$ cat src/rtl/usbh_ists_pkg.sv
package usbh_ists_pkg;
   localparam int unsigned STATUS_W = 32;
   localparam int unsigned NUM_SRC  = 8;

   typedef enum int unsigned {
      SRC_OVR   = 0,
      SRC_WBD   = 1,
      SRC_SOF   = 2,
      SRC_RES   = 3,
      SRC_ERR   = 4,
      SRC_FOVF  = 5,
      SRC_RHUB  = 6,
      SRC_OWN   = 7
   } src_e;

   // Position of each source inside the status word.
   function automatic int unsigned src_pos(input int unsigned s);
      case (s)
         SRC_OVR:  return 0;
         SRC_WBD:  return 1;
         SRC_SOF:  return 2;
         SRC_RES:  return 3;
         SRC_ERR:  return 4;
         SRC_FOVF: return 5;
         SRC_RHUB: return 6;
         default:  return 30;
      endcase
   endfunction

   function automatic logic [STATUS_W-1:0] live_mask();
      logic [STATUS_W-1:0] m;
      m = '0;
      for (int unsigned s = 0; s < NUM_SRC; s++) m[src_pos(s)] = 1'b1;
      return m;
   endfunction
endpackage

$ cat src/rtl/usbh_sticky_cell.sv
module usbh_sticky_cell #(
   parameter bit CLR_EN = 1'b1
) (
   input  logic clk,
   input  logic rst_n,
   input  logic set_i,
   input  logic clr_i,
   output logic q_o
);
   logic clr_eff;

   generate
      if (CLR_EN) begin : g_clr
         assign clr_eff = clr_i;
      end else begin : g_noclr
         logic unused_clr;
         assign unused_clr = clr_i;
         assign clr_eff    = 1'b0;
      end
   endgenerate

   // set has priority over clear
   always_ff @(posedge clk or negedge rst_n) begin
      if (!rst_n) q_o <= 1'b0;
      else        q_o <= set_i | (q_o & ~clr_eff);
   end
endmodule

$ cat src/rtl/usbh_msb_toggle.sv
module usbh_msb_toggle (
   input  logic clk,
   input  logic rst_n,
   input  logic msb_i,
   output logic toggle_o
);
   logic prev_q;
   logic primed_q;

   always_ff @(posedge clk or negedge rst_n) begin
      if (!rst_n) begin
         prev_q   <= 1'b0;
         primed_q <= 1'b0;
      end else begin
         prev_q   <= msb_i;
         primed_q <= 1'b1;
      end
   end

   assign toggle_o = primed_q & (msb_i ^ prev_q);
endmodule

$ cat src/rtl/usbh_resume_edge.sv
module usbh_resume_edge (
   input  logic clk,
   input  logic rst_n,
   input  logic lvl_i,
   input  logic suppress_i,
   output logic rise_o
);
   logic lvl_q;

   always_ff @(posedge clk or negedge rst_n) begin
      if (!rst_n) lvl_q <= 1'b0;
      else        lvl_q <= lvl_i;
   end

   assign rise_o = lvl_i & ~lvl_q & ~suppress_i;
endmodule

$ cat src/rtl/usbh_wrap_counter.sv
module usbh_wrap_counter #(
   parameter int unsigned CNT_W = 2
) (
   input  logic             clk,
   input  logic             rst_n,
   input  logic             inc_i,
   output logic [CNT_W-1:0] cnt_o
);
   always_ff @(posedge clk or negedge rst_n) begin
      if (!rst_n)     cnt_o <= '0;
      else if (inc_i) cnt_o <= cnt_o + CNT_W'(1);
   end
endmodule

$ cat src/rtl/usb_irq_status_capture.sv
module usb_irq_status_capture
   import usbh_ists_pkg::*;
#(
   parameter int unsigned FRAME_W = 16,
   parameter int unsigned CNT_W   = 2,
   parameter bit          HAS_SMI = 1'b1
) (
   input  logic                clk,
   input  logic                rst_n,
   input  logic                sof_pulse,
   input  logic                fn_mem_wr_pulse,
   input  logic [FRAME_W-1:0]  frame_num,
   input  logic                resume_lvl,
   input  logic                sw_resume_state,
   input  logic                rh_change_pulse,
   input  logic                sys_err_pulse,
   input  logic                done_wb_pulse,
   input  logic                sched_ovr_pulse,
   input  logic                own_chg_pulse,
   input  logic                reg_wr_en,
   input  logic [STATUS_W-1:0] reg_wr_data,
   output logic [STATUS_W-1:0] status_word,
   output logic [CNT_W-1:0]    ovr_count,
   output logic                wb_allowed,
   output logic                halt_req
);
   localparam int unsigned MSB = FRAME_W - 1;

   generate
      if (FRAME_W < 2) begin : g_bad_frame
         $error("FRAME_W must be at least 2");
      end
      if (CNT_W < 1) begin : g_bad_cnt
         $error("CNT_W must be at least 1");
      end
   endgenerate

   logic [NUM_SRC-1:0] set_vec;
   logic [NUM_SRC-1:0] clr_vec;
   logic [NUM_SRC-1:0] bit_q;
   logic               fovf_toggle;
   logic               res_rise;

   usbh_msb_toggle u_fovf (
      .clk      (clk),
      .rst_n    (rst_n),
      .msb_i    (frame_num[MSB]),
      .toggle_o (fovf_toggle)
   );

   usbh_resume_edge u_res (
      .clk        (clk),
      .rst_n      (rst_n),
      .lvl_i      (resume_lvl),
      .suppress_i (sw_resume_state),
      .rise_o     (res_rise)
   );

   usbh_wrap_counter #(.CNT_W(CNT_W)) u_ovr (
      .clk   (clk),
      .rst_n (rst_n),
      .inc_i (sched_ovr_pulse),
      .cnt_o (ovr_count)
   );

   always_comb begin
      set_vec           = '0;
      set_vec[SRC_OVR]  = sched_ovr_pulse;
      set_vec[SRC_WBD]  = done_wb_pulse;
      set_vec[SRC_SOF]  = sof_pulse;
      set_vec[SRC_RES]  = res_rise;
      set_vec[SRC_ERR]  = sys_err_pulse;
      set_vec[SRC_FOVF] = fovf_toggle | fn_mem_wr_pulse;
      set_vec[SRC_RHUB] = rh_change_pulse;
      set_vec[SRC_OWN]  = own_chg_pulse;
   end

   genvar s;
   generate
      for (s = 0; s < NUM_SRC; s++) begin : g_src
         localparam int unsigned POS = src_pos(s);
         assign clr_vec[s] = reg_wr_en & reg_wr_data[POS];
         if (s == SRC_OWN && !HAS_SMI) begin : g_tied
            logic unused_src;
            assign unused_src = set_vec[s] ^ clr_vec[s];
            assign bit_q[s]   = 1'b0;
         end else begin : g_cell
            usbh_sticky_cell #(.CLR_EN(s != SRC_ERR)) u_cell (
               .clk   (clk),
               .rst_n (rst_n),
               .set_i (set_vec[s]),
               .clr_i (clr_vec[s]),
               .q_o   (bit_q[s])
            );
         end
      end
   endgenerate

   always_comb begin
      status_word = '0;
      for (int unsigned k = 0; k < NUM_SRC; k++) status_word[src_pos(k)] = bit_q[k];
   end

   assign wb_allowed = ~bit_q[SRC_WBD];
   assign halt_req   = bit_q[SRC_ERR];

   logic unused_bits;
   assign unused_bits = ^{reg_wr_data, frame_num};
endmodule

$ cat config.mk
export PLATFORM = sky130hd
export DESIGN_NAME = usb_irq_status_capture
export DESIGN_NICKNAME = d
export VERILOG_FILES = /design/src/rtl/usbh_ists_pkg.sv /design/src/rtl/usbh_sticky_cell.sv /design/src/rtl/usbh_msb_toggle.sv /design/src/rtl/usbh_resume_edge.sv /design/src/rtl/usbh_wrap_counter.sv /design/src/rtl/usb_irq_status_capture.sv
export SDC_FILE = /design/constraint.sdc
export NUM_CORES = 1
export LEC_CHECK = 0
export ABC_AREA = 1
export CORE_MARGIN = 2
export CORE_UTILIZATION = 27
export CTS_BUF_LIST = sky130_fd_sc_hd__clkbuf_4
export DETAILED_ROUTE_END_ITERATION = 8
export PLACE_DENSITY = 0.84
export SETUP_SLACK_MARGIN = 0.05
export SLEW_MARGIN = 20
export SYNTH_ARGS = -nofsm -noshare
export SYNTH_HDL_FRONTEND = slang
export SYNTH_SLANG_ARGS = --single-unit
$ cat constraint.sdc
create_clock -name clk -period 1.1 [get_ports clk]
set_input_delay 0.22 -clock clk [delete_from_list [all_inputs] [get_ports clk]]
set_output_delay 0.22 -clock clk [all_outputs]
set_load 0.05 [all_outputs]
# ---- Word-level counts from Yosys, hierarchy flattened
# Cells that the tools add are included.
# W data, S select, Z words.
dict set report word_totals {
  regBits 13
  input_bits 60
  output_inout_bits 36
  wordCells 50
}
dict set report op_classes {
  add_sub_neg 1
  n_bitwise 37
}
# cell count
set ops {}
lappend ops {{$and A1 B1 Y1} 17}
lappend ops {{$not A1 Y1} 10}
lappend ops {{$or A1 B1 Y1} 9}
lappend ops {{$add A2 B1 Y2 const B} 1}
lappend ops {{$xor A1 B1 Y1} 1}

# ---- Longest topological paths before layout
# Gate-level depths: netlist of the first run.
dict set report depth {
  depth_word 4
  mapped_depth 4
}

# ---- Modules after synthesis
# From an unflattened synthesis of the first run, not the netlist that was laid out.
dict set report hier_totals {
  cells_unflattened 107
  hier_area_um2 779.5
}
# mod n_inst cells_each area_per_inst_um2 seq_area_each_um2
set modules_own_cells {}
lappend modules_own_cells {{usbh_sticky_cell (g_src[0].g_cell.u_cell ...)} 7 5 40.0 25.0}
lappend modules_own_cells {usb_irq_status_capture 1 47 271.5 0.0}
lappend modules_own_cells {usbh_wrap_counter 1 10 83.8 50.0}
lappend modules_own_cells {usbh_msb_toggle 1 7 68.8 50.0}
lappend modules_own_cells {usbh_resume_edge 1 4 38.8 25.0}
lappend modules_own_cells {{usbh_sticky_cell (g_src[4].g_cell.u_cell)} 1 4 36.3 25.0}

# ---- Least setup slack after synthesis of the first run
# OpenSTA, ideal clock, no wires.
dict set report synth_timing {
  path_kind {register to output}
  startpoint {register g_src[4].g_cell.u_cell.q_o}
  endpoint {output port status_word[4]}
  t_arrival_ns 0.898
  path_slack_ns -0.018
  stages_incl_launch_ff 2
  path_buffers 1
  cell_sequence {dfrtp_1 buf_4}
}
# element line_no
set synth_lines {}
lappend synth_lines {{from (decl)} usbh_sticky_cell.sv:8} ;# output logic q_o
lappend synth_lines {{from (signal assigned)} usbh_sticky_cell.sv:25} ;# else q_o <= set_i | (q_o & ~clr_eff);
lappend synth_lines {{to (decl)} usb_irq_status_capture.sv:22} ;# output logic [STATUS_W-1:0] status_word,
# No word-level cell between the ends.

# ---- Worst setup path after layout of the first run
dict set report layout_timing {
  startpoint {register g_src[1].g_cell.u_cell.q_o}
  endpoint {output port wb_allowed}
}
dict set report layout_between {
  elab_chain_cells 1
}
# element line_no
set layout_rtl {}
lappend layout_rtl {{from (decl)} usbh_sticky_cell.sv:8}
lappend layout_rtl {{from (signal assigned)} usbh_sticky_cell.sv:25}
lappend layout_rtl {{$not A1 Y1} usb_irq_status_capture.sv:104} ;# assign wb_allowed = ~bit_q[SRC_WBD];
lappend layout_rtl {{to (decl)} usb_irq_status_capture.sv:24} ;# output logic wb_allowed,
# No other way between the ends.

==> results of run 1 <==
-- cells in the final DEF (no fill, tap or decap), types with 3 or more instances in the layout --
cell type        synthesis  final
buf_12                   0     12
nand2_1                 13     13
inv_1                    4      3
conb_1                   2     25
clkbuf_4                 0      4
clkdlybuf4s50_1          0     19
buf_4                   32      9
dfrtp_1                 13     12
a21o_1                   5      5
-- synth_stat cells, drive strengths merged --
library cell and instances:
conb 2, xnor2 1, nand2 13, dfrtp 13, xor2 1, inv 4
o21ai 1, a21oi 1, nand3 1, buf 32, a21o 5, or2 1
-- cells by family (layout without fill, tap and decap cells) --
| logic type | count (synthesis) | count (layout) | share of synthesized area [%] |
|---|---|---|---|
| AOI/OAI and AO/OA | 7 | 7 | 6.67 |
| xor gates and xnor gates | 2 | 2 | 2.46 |
| buffers and inverters | 36 | 48 | 35.8 |
| DFF | 13 | 13 | 45.6 |
| other | 2 | 25 | 1.05 |
| and+or+nand+nor | 15 | 15 | 8.42 |
-- where the power goes --
| part | total, mW | internal (mW) | switching (mW) |
|---|---|---|---|
| clock network | 0.307 | 0.165 | 0.142 |
| logic | 0.882 | 0.387 | 0.496 |
| registers | 0.606 | 0.541 | 0.0652 |
-- final cells by class --
| class | instances | area share [%] |
|---|---|---|
| clock buffers | 4 | 2.67 |
| inverters | 4 | 1.33 |
| multi-input cells | 49 | 19.4 |
| flip-flops and latches | 13 | 29.0 |
| well taps | 30 | 3.33 |
| repair buffers | 40 | 44.2 |
-- worst max path at each step --
stage / to / slack (ps) / cells after the start
6_report: wb_allowed / -40 / 2
5_1_grt: wb_allowed / -90 / 2
4_1_cts: wb_allowed / -70 / 2
3_5_place_dp: g_src[2].g_cell.u_cell.q_o / -120 / 4
3_3_place_gp: g_src[7].g_cell.u_cell.q_o / -100 / 4
2_1_floorplan: u_ovr.cnt_o[1] / 70 / 2
-- routing by layer --
metal  up-vias  GRT usage, %  routed length, um
met5         -             0                  0
met4         0          5.23                 20
met3         2          1.87                114
met2        40          20.1                790
met1       239          7.28                374
li1        240             -                  -
-- timing repair --
item                                   in CTS  in global routing
hold buffers                                0                  0
endpoints found under the hold margin       0                  0
gates resized for setup                     1                  0
setup endpoints to repair                  12                 12
buffers inserted                            5                  1
-- flip-flops by register name, indices dropped and copies added (netlist names) --
| register | count |
|---|---|
| u_res.lvl_q | 1 |
| u_ovr.cnt_o | 2 |
| u_fovf.primed_q | 1 |
| g_src.g_cell.u_cell.q_o | 8 |
| u_fovf.prev_q | 1 |
-- per-stage QoR --
stage / instance area (sq um) / hold WS (ps) / instances / setup slack, ps
3_3_place_gp: 1050 / 467 / 130 / -96.6
3_5_place_dp: 1050 / 481 / 130 / -117
5_1_grt: 1130 / 251 / 140 / -87.5
4_1_cts: 1120 / 236 / 139 / -65.7
6_report: 1130 / 247 / 140 / -38.6
2_1_floorplan: 801 / -75.6 / 98 / 73.0
==> results by group, run 1 <==
Final layout
  – Filler cell count: 237
  – Share of layout cells above drive strength 1: 25.5%
  – Post-layout nets: 171
  – N_diodes: 0
  – Register area: 327 sq um
  – Multi-input gate area: 219 sq um
  – Final Core Density: 45.0%
  – Area grow syn2layout: 57.9%

Yosys
  – Yosys warns: 0
  – Area leader, netlist: dfrtp_1
  – Synth top area cells: dfrtp_1 46%, buf_4 34%, nand2_1 6.8%
  – Sequential element share of the synthesized area: 45.6%
  – Synth cell types: 12
  – Mapped cell area: 713 sq um
  – Synth Instances: 75
  – Top cell type's share of synthesized area: 45.6%
  – Avg Cell Area, Syn: 9.51 sq um
  – #FFs+latches synth: 13

Placed design
  – RePlAce Congestion: 0.736
  – # port buffers: 31
  – Post-DP HPWL: 1170 um

Status
  – Status: complete, but fails checks
  – Violated checks: setup timing

Routing
  – Pre-antenna DRT Iters: 4
  – Vias per cell: 3.72
  – Final wirelength: 1300 um
  – DRC violations left: 0
  – DR WL/cell: 9.29 um
  – Initial DRC count: 5
  – Via count: 521
  – Final ANT Viol Nets: 0

Clock network
  – Total clock sinks: 13
  – CTS H-tree lvls: 1
  – Worst-Skew Late Latency: 260 ps
  – Num CTS Buffers: 3
  – Reg clk slew, reported paths: 70 ps
  – Clock buffer depth: 2
  – Clk root buf: clkbuf_4
  – CTS tree: built

Setup path
  – Arr. time, crit path: 920 ps
  – Worst path cell trace: inv_2 -> buf_12
  – Worst setup path category: reg -> out
  – Worst reg-to-reg path cell count: 3
  – RR Endpoint: g_src[5].g_cell.u_cell.q_o
  – Slowest CP cell: dfrtp_1
  – Worst r2r src: g_src[5].g_cell.u_cell.q_o
  – Slowest cell delay on critical path: 430 ps
  – Crit Path Max Fanout: 3
  – CP Launch Point: g_src[1].g_cell.u_cell.q_o
  – Flop-to-flop setup slack: 220 ps
  – Worst Path Buf+Inv: 2
  – Delay-heaviest family, CP: flip-flops
  – Crit. End Element: output pin
  – CP Launch Type: flop
  – Required @ worst endpoint: 880 ps

Floorplan
  – Die Span Y: 55.4 um
  – Initial Util: 28.5%
  – Die area: 3070 sq um
  – Die W: 55.4 um
  – IO Pins: 96
  – Num rows: 18
  – Core area: 2500 sq um

STA
  – Post-Route Setup TNS: -38.6 ps
  – Slew Limit Fails: 0
  – Fin crit period: 1140 ps
  – Worst Skew: 0.0541 ps
  – Tcrit/Tclk final: 104%
  – Fmax: 878 MHz
  – Final hold vios: 0
  – RSZ-0062 raised after global routing: yes
  – Final WS setup: -38.6 ps
  – # setup viols final: 1

GRT
  – Total global routing track utilization: 9.34%
  – Vias in the first global route: 586
  – Initial antenna violation count: 0
  – Global-route wire length before repair: 2270 um
  – Largest net degree at the start of global routing: 14
  – Grt ovf: 0

Flow run
  – Max Cap Viol: 0

Power
  – Leakage Power: 0.556 nW
  – PwrDens: 1590 nW/um^2
  – Pwr Total: 1.80 mW
  – Peak supply drop: 1240 uV

Min path
  – Hold Path Class: in -> async
Power figures use the tool's default switching activity.
==> run 2: changes to the inputs <==
==> constraint.sdc (replaced) <==
create_clock -name clk -period 1.1 [get_ports clk]
set_input_delay 0.165 -clock clk [delete_from_list [all_inputs] [get_ports clk]]
set_output_delay 0.165 -clock clk [all_outputs]
set_load 0.05 [all_outputs]
==> run 2 against run 1 <==
The run now ends clean. Flip-flop and latch count unchanged. Critical path depth did not move. Clock power rose by 1%. Critical endpoint unchanged.
==> results by group, run 2 (synthesis results as in run 1) <==
Setup path
  – Crit. End Element: output pin (unchanged)
  – Slowest cell delay on critical path: 430 ps (about the same)
  – RR Endpoint: g_src[4].g_cell.u_cell.q_o (was g_src[5].g_cell.u_cell.q_o)
  – Delay-heaviest family, CP: flip-flops (unchanged)
  – Flop-to-flop setup slack: 230 ps (was 220 ps)
  – Worst setup path category: reg -> out (unchanged)
  – CP Launch Type: flop (unchanged)
  – Required @ worst endpoint: 940 ps (was 880 ps)
  – CP Launch Point: g_src[1].g_cell.u_cell.q_o (unchanged)
  – Worst reg-to-reg path cell count: 1 (was 3)
  – Worst path cell trace: inv_2 -> buf_12 (unchanged)
  – Worst Path Buf+Inv: 2 (unchanged)
  – Slowest CP cell: dfrtp_1 (unchanged)
  – Worst r2r src: g_src[4].g_cell.u_cell.q_o (was g_src[5].g_cell.u_cell.q_o)
  – Arr. time, crit path: 920 ps (about the same)
  – Crit Path Max Fanout: 3 (unchanged)

Power
  – PwrDens: 1620 nW/um^2 (was 1590 nW/um^2)
  – Peak supply drop: 1140 uV (was 1240 uV)
  – Leakage Power: 0.543 nW (was 0.556 nW)

Floorplan
  – Die Span Y: 55.4 um (unchanged)
  – Die W: 55.4 um (unchanged)
  – Num rows: 18 (unchanged)
  – Core area: 2500 sq um (unchanged)
  – Die area: 3070 sq um (unchanged)
  – IO Pins: 96 (unchanged)
  – Initial Util: 28.5% (unchanged)

Placed design
  – Placed Cells: 130 (unchanged)
  – RePlAce Congestion: 0.736 (unchanged)
  – # port buffers: 31 (unchanged)
  – DP Area: 1050 sq um (unchanged)
  – Post-DP HPWL: 1170 um (unchanged)

GRT
  – Largest net degree at the start of global routing: 14 (unchanged)
  – Total global routing track utilization: 9.10% (was 9.34%)
  – Global-route wire length before repair: 2210 um (was 2270 um)
  – Vias in the first global route: 562 (was 586)
  – Grt ovf: 0 (unchanged)
  – Initial antenna violation count: 0 (unchanged)

Final layout
  – Filler cell count: 238 (was 237)
  – Share of layout cells above drive strength 1: 23.4% (was 25.5%)
  – Final Core Density: 44.1% (was 45.0%)
  – Most flops, register: g_src.g_cell.u_cell.q_o (unchanged)
  – Most frequent cells in the layout: 25 x conb_1, 19 x clkdlybuf4s50_1, 13 x nand2_1, 12 x dfrtp_1, 12 x buf_12 (unchanged)
  – Finished Layout Cells: 137 (was 140)
  – Post-layout nets: 168 (was 171)
  – Finished layout cell area: 1100 sq um (was 1130 sq um)
  – Max reg flops: 8 (unchanged)
  – Biggest regs: g_src.g_cell.u_cell.q_o: 8 flops, u_ovr.cnt_o: 2 flops (unchanged)
  – Most common cell after layout, fill and taps aside: conb_1 (unchanged)
  – N_diodes: 0 (unchanged)
  – Area grow syn2layout: 54.7% (was 57.9%)

Clock network
  – Clk root buf: clkbuf_4 (unchanged)
  – Num CTS Buffers: 3 (unchanged)
  – CTS Hold Bufs: 0 (unchanged)
  – Clock buffer depth: 2 (unchanged)
  – CTS tree: built (unchanged)
  – CTS H-tree lvls: 1 (unchanged)
  – Worst-Skew Late Latency: 270 ps (was 260 ps)
  – Total clock sinks: 13 (unchanged)
  – Reg clk slew, reported paths: 80 ps (was 70 ps)

Routing
  – Final wirelength: 1310 um (was 1300 um)
  – DRC violations left: 0 (unchanged)
  – Final ANT Viol Nets: 0 (unchanged)
  – Pre-antenna DRT Iters: 4 (unchanged)
  – DR WL/cell: 9.56 um (was 9.29 um)
  – Initial DRC count: 4 (was 5)
  – Via count: 509 (was 521)
  – Vias per cell: 3.72 (about the same)

Min path
  – Hold Path Class: in -> async (unchanged)

Status
  – Status: finished, final reports clean (was complete, but fails checks)

STA
  – Final hold vios: 0 (unchanged)
  – RSZ-0062 raised after global routing: yes (unchanged)
  – # setup viols final: 0 (was 1)
  – Fin crit period: 1080 ps (was 1140 ps)
  – Worst Skew: 0.0737 ps (was 0.0541 ps)
  – Tcrit/Tclk final: 98.5% (was 104%)
  – Fmax: 923 MHz (was 878 MHz)
  – Slew Limit Fails: 0 (unchanged)

Flow run
  – Max Cap Viol: 0 (unchanged)
-- run 2: per-layer routing --
layer / track usage (%) / up-vias / share of wire, %
li1: - / 234 / -
met1: 7.13 / 235 / 30
met2: 19.4 / 38 / 60
met3: 1.87 / 2 / 8.1
met4: 5.23 / 0 / 1.5
met5: 0 / - / 0
-- run 2: cell type report --
type	count	area [sq um]	area share, %
multi-input cells	49	219	19.8
flip-flops and latches	13	327	29.6
repair buffers	37	475	43.1
well taps	30	37.5	3.40
inverters	4	15.0	1.36
clock buffers	4	30.0	2.72
-- run 2: worst max-delay path by stage --
stage,to,cells past startpoint
after floorplan,u_ovr.cnt_o[1],2
after global placement,g_src[7].g_cell.u_cell.q_o,4
after detailed placement,g_src[2].g_cell.u_cell.q_o,4
after CTS,wb_allowed,2
after global routing,wb_allowed,2
final,wb_allowed,2
-- run 2: where the power goes --
| part | leakage (nW) | internal [mW] | switching (mW) |
|---|---|---|---|
| registers | 0.139 | 0.541 | 0.0668 |
| logic | 0.385 | 0.379 | 0.494 |
| clock network | 0.0184 | 0.165 | 0.147 |
| total | 0.543 | 1.08 | 0.708 |
-- run 2: timing repair --
item / in CTS / in global routing
buffers inserted: 0 / 3
gates resized for setup: 1 / 0
setup endpoints to repair: 3 / 8
pin swaps: 0 / 0
-- run 2: through the flow --
step | power [mW] | setup TNS [ps] | hold slack [ps] | worst slack, ps
floorplan | 1.14 | 0 | -131 | 73.0
global route | 1.89 | -32.5 | 193 | -32.5
CTS | 1.76 | -10.7 | 181 | -10.7
detailed placement | 1.43 | -310 | 481 | -62.5
finish | 1.79 | 0 | 188 | 16.2
global placement | 1.42 | -199 | 467 | -41.6
==> run 3: changes to the inputs <==
Clock period 1.1 ns to 1.3 ns, I/O delays scaled along.
==> run 3 against run 2 <==
Sequential share of layout area increased by 0.96 points. Register-to-register slack better by 180 ps. Utilization decreased by 1.6 points. Critical path type unchanged. Setup slack gained 130 ps. Power is 18% lower. Global-route usage increased by 0.18 points. First-iteration DRC count is the same. Largest cell class unchanged. Die area did not move. Clock skew hardly changed. Non-clock buffer count fell by 5.
==> results by group, run 3 (synthesis results as in run 1) <==
Setup path
  – Required @ worst endpoint: 1110 ps (was 940 ps)
  – CP Launch Type: flop (unchanged)
  – Worst r2r src: g_src[4].g_cell.u_cell.q_o (unchanged)
  – RR Endpoint: g_src[4].g_cell.u_cell.q_o (unchanged)
  – Worst path cell trace: inv_1 -> buf_12 (was inv_2 -> buf_12)
  – Worst setup path category: reg -> out (unchanged)
  – Slowest cell delay on critical path: 430 ps (about the same)
  – Worst reg-to-reg path cell count: 1 (unchanged)
  – Crit Path Max Fanout: 3 (unchanged)
  – Slowest CP cell: dfrtp_1 (unchanged)
  – Arr. time, crit path: 960 ps (was 920 ps)
  – Flop-to-flop setup slack: 410 ps (was 230 ps)
  – Crit. End Element: output pin (unchanged)

Placed design
  – Post-DP HPWL: 1130 um (was 1170 um)
  – RePlAce Congestion: 0.564 (was 0.736)
  – # port buffers: 31 (unchanged)
  – DP Area: 1030 sq um (was 1050 sq um)

Power
  – PwrDens: 1370 nW/um^2 (was 1620 nW/um^2)
  – Leakage Power: 0.521 nW (was 0.543 nW)
  – Peak supply drop: 1080 uV (was 1140 uV)

Min path
  – Hold Path Class: in -> async (unchanged)

Clock network
  – Total clock sinks: 13 (unchanged)
  – Reg clk slew, reported paths: 70 ps (was 80 ps)
  – Clk root buf: clkbuf_4 (unchanged)
  – Setup Buffers After CTS: 0 (unchanged)
  – Worst-Skew Late Latency: 280 ps (was 270 ps)
  – CTS Hold Bufs: 0 (unchanged)
  – Clock buffer depth: 2 (unchanged)
  – CTS tree: built (unchanged)
  – Post-CTS resize count: 0 (was 1)
  – Num CTS Buffers: 3 (unchanged)
  – CTS H-tree lvls: 1 (unchanged)

Floorplan
  – Die area: 3070 sq um (unchanged)
  – IO Pins: 96 (unchanged)
  – Core area: 2500 sq um (unchanged)
  – Die Span Y: 55.4 um (unchanged)
  – Num rows: 18 (unchanged)
  – Die W: 55.4 um (unchanged)
  – Initial Util: 28.5% (unchanged)

Routing
  – Final ANT Viol Nets: 0 (unchanged)
  – Initial DRC count: 4 (unchanged)
  – Via count: 490 (was 509)
  – Final wirelength: 1280 um (was 1310 um)
  – DR WL/cell: 9.67 um (was 9.56 um)
  – Vias per cell: 3.71 (was 3.72)
  – Pre-antenna DRT Iters: 3 (was 4)
  – DRC violations left: 0 (unchanged)

Final layout
  – Most common cell after layout, fill and taps aside: conb_1 (unchanged)
  – Finished layout cell area: 1060 sq um (was 1100 sq um)
  – Area grow syn2layout: 49.3% (was 54.7%)
  – Max reg flops: 8 (unchanged)
  – Post-layout nets: 163 (was 168)
  – Share of layout cells above drive strength 1: 17.6% (was 23.4%)
  – Most frequent cells in the layout: 25 x conb_1, 19 x clkdlybuf4s50_1, 13 x nand2_1, 13 x dfrtp_1, 12 x buf_12 (was 25 x conb_1, 19 x clkdlybuf4s50_1, 13 x nand2_1, 12 x dfrtp_1, 12 x buf_12)
  – Biggest regs: g_src.g_cell.u_cell.q_o: 8 flops, u_ovr.cnt_o: 2 flops (unchanged)
  – N_diodes: 0 (unchanged)
  – Most flops, register: g_src.g_cell.u_cell.q_o (unchanged)

STA
  – RSZ-0062 raised after global routing: no (was yes)
  – Fmax: 867 MHz
  – Fin crit period: 1150 ps
  – Tcrit/Tclk final: 88.8%
  – Final hold vios: 0 (unchanged)
  – Slew Limit Fails: 0 (unchanged)
  – # setup viols final: 0 (unchanged)
  – Post-Route Setup TNS: 0 ps (unchanged)
  – Worst hold slack: 160 ps (was 188 ps)
  – Worst Skew: 0.0790 ps (was 0.0737 ps)

GRT
  – Total global routing track utilization: 9.27% (was 9.10%)
  – Grt ovf: 0 (unchanged)
  – Initial antenna violation count: 0 (unchanged)
  – Vias in the first global route: 472 (was 562)
  – Global-route wire length before repair: 2150 um (was 2210 um)
  – Largest net degree at the start of global routing: 8 (was 14)

Status
  – Status: finished, final reports clean (unchanged)

Flow run
  – Max Cap Viol: 0 (unchanged)
-- run 3: cell types whose count changed in the layout (fill, tap and decap cells not counted), sizes merged --
cell	change
buf	-5
-- run 3: metal layers --
layer | track usage, % | share of wire (%) | vias to the layer above
met3 | 2.58 | 11 | 3
met5 | 0 | 0 | -
met1 | 8.83 | 31 | 223
met2 | 17.5 | 56 | 37
met4 | 5.23 | 2.4 | 0
li1 | - | - | 227
-- run 3: worst max path at each step --
stage / startpoint / end / slack, ps / cells past startpoint
5_1_grt: g_src[1].g_cell.u_cell.q_o / wb_allowed / 100 / 2
2_1_floorplan: g_src[4].g_cell.u_cell.q_o / status_word[4] / 210 / 1
6_report: g_src[1].g_cell.u_cell.q_o / wb_allowed / 150 / 2
3_5_place_dp: reg_wr_en / g_src[2].g_cell.u_cell.q_o / 30 / 3
4_1_cts: g_src[1].g_cell.u_cell.q_o / wb_allowed / 130 / 2
3_3_place_gp: reg_wr_en / g_src[5].g_cell.u_cell.q_o / 90 / 4
-- run 3: layout make-up --
class                   count  area [sq um]
repair buffers             32           438
clock buffers               4          30.0
inverters                   4          15.0
fillers                   234          1440
flip-flops and latches     13           325
well taps                  30          37.5
multi-input cells          49           219
-- run 3: power by group --
group          switching (mW)  total [mW]  leakage (nW)  internal, mW
sequential             0.0652       0.523         0.139         0.458
combinational           0.400       0.674         0.363         0.274
clock                   0.126       0.267        0.0184         0.140
total                   0.591        1.46         0.521         0.872
-- run 3: per-stage QoR --
stage / total power [mW] / instances / worst slack, ps / utilization [%]
floorplan: 0.962 / 98 / 207 / -
global placement: 1.20 / 128 / 85.2 / 41.4
detailed placement: 1.21 / 128 / 32.5 / 41.4
CTS: 1.48 / 132 / 130 / 42.6
global route: 1.54 / 132 / 105 / 42.6
finish: 1.46 / 132 / 146 / 42.6
-- run 3: critical path: cells and delay by family (launching register included) --
family | cells | cell delay [ps]
flops | 1 | 430
buf+inv | 2 | 250
